<file path="config.mk">
export PLATFORM = sky130hd
export DESIGN_NAME = hwloop_ctrl
export DESIGN_NICKNAME = d
export VERILOG_FILES = /design/src/rtl/hwloop_pkg.sv /design/src/rtl/hwloop_regs.sv /design/src/rtl/hwloop_match.sv /design/src/rtl/hwloop_ctrl.sv
export SDC_FILE = /design/constraint.sdc
export NUM_CORES = 1
export LEC_CHECK = 0
export ABC_AREA = 0
export ABC_CLOCK_PERIOD_IN_PS = 1900
export BUFFER_PORTS_ARGS = -buffer_cell sky130_fd_sc_hd__buf_4
export CAP_MARGIN = 25
export CORE_ASPECT_RATIO = 0.6
export CORE_MARGIN = 4
export CORE_UTILIZATION = 30
export CTS_CLUSTER_DIAMETER = 80
export DETAILED_ROUTE_END_ITERATION = 8
export GPL_ROUTABILITY_DRIVEN = 0
export GPL_TIMING_DRIVEN = 0
export PLACE_DENSITY = 0.5
export SYNTH_ARGS = -nofsm -noshare
export SYNTH_HDL_FRONTEND = slang
export SYNTH_SLANG_ARGS = --single-unit
</file>
<file path="constraint.sdc">
create_clock -name clk -period 1.9 [get_ports clk]
set_input_delay 0.095 -clock clk [delete_from_list [all_inputs] [get_ports clk]]
set_output_delay 0.095 -clock clk [all_outputs]
set_load 0.02 [all_outputs]
</file>
<file path="src/rtl/hwloop_pkg.sv">
package hwloop_pkg;
  typedef enum logic [1:0] {
    REG_FIRST = 2'd0,
    REG_LAST  = 2'd1,
    REG_COUNT = 2'd2,
    REG_NONE  = 2'd3
  } loop_reg_e;
endpackage

</file>
<file path="src/rtl/hwloop_regs.sv">
module hwloop_regs
  import hwloop_pkg::*;
#(
  parameter int ADDR_W = 16,
  parameter int CNT_W  = 8
) (
  input  logic              clk,
  input  logic              rst,
  input  logic              cfg_we,
  input  logic [1:0]        cfg_sel,
  input  logic [ADDR_W-1:0] cfg_wdata,
  input  logic              hit_end,
  input  logic              loop_back,
  output logic [ADDR_W-1:0] first_q,
  output logic [ADDR_W-1:0] last_q,
  output logic [CNT_W-1:0]  count_q,
  output logic              active_q
);
  loop_reg_e sel;
  assign sel = loop_reg_e'(cfg_sel);

  always_ff @(posedge clk) begin
    if (rst) begin
      first_q  <= '0;
      last_q   <= '0;
      count_q  <= '0;
      active_q <= 1'b0;
    end else begin
      if (hit_end) begin
        if (loop_back) begin
          count_q <= count_q - CNT_W'(1);
        end else begin
          count_q  <= '0;
          active_q <= 1'b0;
        end
      end
      if (cfg_we) begin
        case (sel)
          REG_FIRST: first_q <= cfg_wdata;
          REG_LAST:  last_q  <= cfg_wdata;
          REG_COUNT: begin
            count_q  <= cfg_wdata[CNT_W-1:0];
            active_q <= |cfg_wdata[CNT_W-1:0];
          end
          default: ;
        endcase
      end
    end
  end
endmodule

</file>
<file path="src/rtl/hwloop_match.sv">
module hwloop_match #(
  parameter int ADDR_W = 16,
  parameter int CNT_W  = 8
) (
  input  logic              fetch_valid,
  input  logic [ADDR_W-1:0] fetch_pc,
  input  logic [ADDR_W-1:0] first_q,
  input  logic [ADDR_W-1:0] last_q,
  input  logic [CNT_W-1:0]  count_q,
  input  logic              active_q,
  output logic              hit_end,
  output logic              loop_back,
  output logic [ADDR_W-1:0] next_pc
);
  logic more_left;
  assign more_left = count_q > CNT_W'(1);
  assign hit_end   = fetch_valid & active_q & (fetch_pc == last_q);
  assign loop_back = hit_end & more_left;

  always_comb begin
    if (!fetch_valid)   next_pc = fetch_pc;
    else if (loop_back) next_pc = first_q;
    else                next_pc = fetch_pc + ADDR_W'(1);
  end
endmodule

</file>
<file path="src/rtl/hwloop_ctrl.sv">
module hwloop_ctrl #(
  parameter int ADDR_W = 16,
  parameter int CNT_W  = 8
) (
  input  logic              clk,
  input  logic              rst,
  input  logic              cfg_we,
  input  logic [1:0]        cfg_sel,
  input  logic [ADDR_W-1:0] cfg_wdata,
  input  logic              fetch_valid,
  input  logic [ADDR_W-1:0] fetch_pc,
  output logic [ADDR_W-1:0] next_pc,
  output logic              loop_taken,
  output logic              loop_active
);
  logic [ADDR_W-1:0] first_q;
  logic [ADDR_W-1:0] last_q;
  logic [CNT_W-1:0]  count_q;
  logic              active_q;
  logic              hit_end;
  logic              loop_back;

  hwloop_regs #(.ADDR_W(ADDR_W), .CNT_W(CNT_W)) u_regs (
    .clk(clk), .rst(rst), .cfg_we(cfg_we), .cfg_sel(cfg_sel),
    .cfg_wdata(cfg_wdata), .hit_end(hit_end), .loop_back(loop_back),
    .first_q(first_q), .last_q(last_q), .count_q(count_q), .active_q(active_q)
  );

  hwloop_match #(.ADDR_W(ADDR_W), .CNT_W(CNT_W)) u_match (
    .fetch_valid(fetch_valid), .fetch_pc(fetch_pc), .first_q(first_q),
    .last_q(last_q), .count_q(count_q), .active_q(active_q),
    .hit_end(hit_end), .loop_back(loop_back), .next_pc(next_pc)
  );

  assign loop_taken  = loop_back;
  assign loop_active = active_q;
endmodule

</file>
==> flow_summary.yaml <==
final_layout:
  finalInstanceArea_um2: 3750
  diodes: 0
  drive_gt1_share_pct: 33.1
  final_nets: 463
  syn_to_final_growth_pct: 47.1
worst_hold_path:
  hold_class: "primary input to flip-flop"
  holdPathStages: 3
logic_synthesis:
  synth.area.top_cells: "dfxtp_1, nand2_1, a21oi_1, mux2i_1, xor2_1"
  synth-seq-area-share_pct: 32.2
  synth_largest_area_cell: "dfxtp_1"
  ys.flop_type: "dfxtp_1"
  synthCells: 346
  synth_common_cells: "nand2_1, dfxtp_1, a21oi_1"
  yosysUniqueCellTypes: 41
  ys_async_sr_fraction_pct: 0
  yosysMostFrequentCell: "nand2_1"
  synth_area_per_cell_um2: 7.36
  synth_edf_count: 0
  synth_area_um2: 2550
  yosys_register_bits: 41
  ys_warn_count: 0
  synth_top_area_share_pct: 32.2
  synth_nets: 387
sta:
  max_freq_ghz: 0.407
  slew_headroom_pct: 41.0
  final-hold-violation-count: 0
  slew_violations: 0
  worstMarginPinSlew_ps: 883
  period_share_pct: 129
  rsz0062_at_grt: "yes"
  fin_skew_ps: 2.98
  hold_ws_ps: 59.2
  fin_ws_ps: -555
  min_period_ps: 2450
  finalSetupViolCount: 24
clocking:
  clk_root_buffer_cell: "clkbuf_16"
  clk_pin_slew_ps: 60
  cts_inserted_buffers: 5
  cts_hold_buf: 0
  cts_sinks: 41
  cts_tree: "yes"
  cts_max_level: 2
  insertion_delay_ps: 280
  clockBufferDepth: 2
detailed_routing:
  wl_um: 9300
  post_drt_wl_per_cell_um: 17.5
  drtIter0Drc: 199
  ant_nets: 0
  first_pass_iters: 4
  via_per_inst: 5.18
  drc_errors: 0
  vias: 2748
global_routing:
  grt_max_degree: 14
  grt_pass1_vias: 2561
  grt.total_usage_pct: 18.6
  grt.overflow.total: 0
  grt_pass1_wl_um: 14400
  antenna_found_initial: 0
die:
  design.core.area_um2: 8070
  initial_core_util_pct: 31.6
  die-area_um2: 10100
  io-pin-count: 56
  die_w_um: 127
  die_h_um: 79.4
  std_cell_rows: 25
run:
  maxCapViolCount: 0
pwr:
  p_leak_nw: 1.48
  powerDensity_nw_per_um2: 663
  irDropWorstVdd_mv: 0.636
  total_power_mw: 2.49
placed_design:
  place_ws_ps: -519
  dp_hpwl_um: 6830
  dpl_cell_area_um2: 3200
  io_buffer_count: 54
setup_path:
  cp.arrival_ps: 2360
  reg2reg_to: "u_regs.count_q[7]"
  reg2reg_slack_ps: -280
  critPathLaunch: "u_regs.last_q[14]"
  reg2reg_depth: 11
  start_kind: "flip-flop"
  cp.required_ps: 1800
  worstSetupEndpointType: "output port"
  r2r-start: "u_regs.last_q[14]"
  crit_end: "next_pc[0]"
  critPathMaxFanout: 7
  crit_type: "flip-flop to output port"
run_status:
  outcome: "finished with violations"
  violations: "setup timing"
[worst min path at each step]
stage,slack (ps),to,from
final,60,u_regs.first_q[15],cfg_wdata[15]
after floorplan,230,u_regs.first_q[10],cfg_wdata[10]
after detailed placement,360,u_regs.last_q[11],cfg_wdata[11]
after global routing,60,u_regs.first_q[12],cfg_wdata[12]
after CTS,60,u_regs.first_q[15],cfg_wdata[15]
after global placement,350,u_regs.last_q[15],cfg_wdata[15]
[sequential cells by signal, summed over array words and instances, names as in the netlist]
register         flops
u_regs.last_q       16
u_regs.first_q      16
u_regs.count_q       8
u_regs.active_q      1
[final cells by class]
type	count	area, µm²
well taps	108	135
flip-flops and latches	41	827
clock buffers	5	125
clock inverters	3	65.1
repair buffers	69	607
fillers	821	4320
plain buffers	20	128
inverters	16	60.1
multi-input cells	269	1800
[worst max-delay path: stages, from the launching register on]
cell	delay (ps)
dfxtp_2	330
xor2_2	150
nor4_2	290
nand4_2	190
nor3_4	260
buf_12	170
buf_12	140
mux2i_2	210
mux2i_2	120
buf_4	200
[what timing repair did]
item,4_1_cts,5_1_grt
resized for setup,28,23
pin swaps,18,15
buffers inserted,11,3
setup endpoints to repair,24,25
gates cloned,1,0
[stage by stage]
| step | utilization [%] | TNS [ps] | cells |
|---|---|---|---|
| 6_report | 46.4 | -9730 | 531 |
| 5_1_grt | 46.4 | -12280 | 531 |
| 4_1_cts | 44.8 | -9170 | 528 |
| 3_5_place_dp | 39.6 | -9130 | 508 |
| 3_3_place_gp | 39.6 | -9240 | 508 |
| 2_1_floorplan | - | -611 | 346 |
[power by group]
group	internal, mW	leakage, nW	switching, mW
registers	0.892	0.336	0.0258
clock network	0.751	0.0938	0.362
logic	0.190	1.05	0.265
total	1.83	1.48	0.653
[layer usage]
metal | track usage [%] | share of wire [%] | up-vias | wire length [µm]
li1 | - | - | 1353 | -
met1 | 29.7 | 52 | 1311 | 4810
met2 | 25.9 | 41 | 77 | 3790
met3 | 3.01 | 7.0 | 7 | 652
met4 | 2.89 | 0.62 | 0 | 58
met5 | 0 | 0 | - | 0
[layout by cell type (no fill, tap or decap), types with 2 or more instances in the layout]
| master | n |
|---|---|
| nand2_1 | 90 |
| buf_4 | 53 |
| a21oi_1 | 36 |
| dfxtp_1 | 36 |
| clkbuf_1 | 15 |
| nor2_1 | 14 |
| inv_1 | 14 |
| a22oi_2 | 13 |
| buf_6 | 13 |
| o21ai_1 | 11 |
| xor2_1 | 10 |
| mux2i_1 | 9 |
| and3_1 | 6 |
| mux2i_2 | 6 |
| nand3_1 | 5 |
| nor4_1 | 5 |
| o21ai_2 | 5 |
| clkbuf_16 | 5 |
| dfxtp_2 | 5 |
| xnor2_1 | 4 |
| buf_12 | 4 |
| nor3_1 | 4 |
| mux2i_4 | 4 |
| nor4_2 | 3 |
| nor3_2 | 3 |
| nand4_1 | 3 |
| and3b_1 | 3 |
| nand3b_1 | 3 |
| inv_2 | 2 |
| nand3_2 | 2 |
| xor2_2 | 2 |
| a21oi_2 | 2 |
| a211oi_2 | 2 |
| o31ai_1 | 2 |
| o31ai_2 | 2 |
| o21ai_0 | 2 |
| a31oi_1 | 2 |
| ha_1 | 2 |
| bufinv_16 | 2 |
[cell families after synthesis]
logic type,count (synthesis),share of synthesized area (%)
DFF,41,32.2
muxes,19,7.47
AOI/OAI and AO/OA,80,18.6
buffers and inverters,36,6.19
xor gates and xnor gates,16,5.50
adders and majority gates,3,1.47
and+or+nand+nor,151,28.6
No activity file was read; power rests on OpenSTA's default activity.
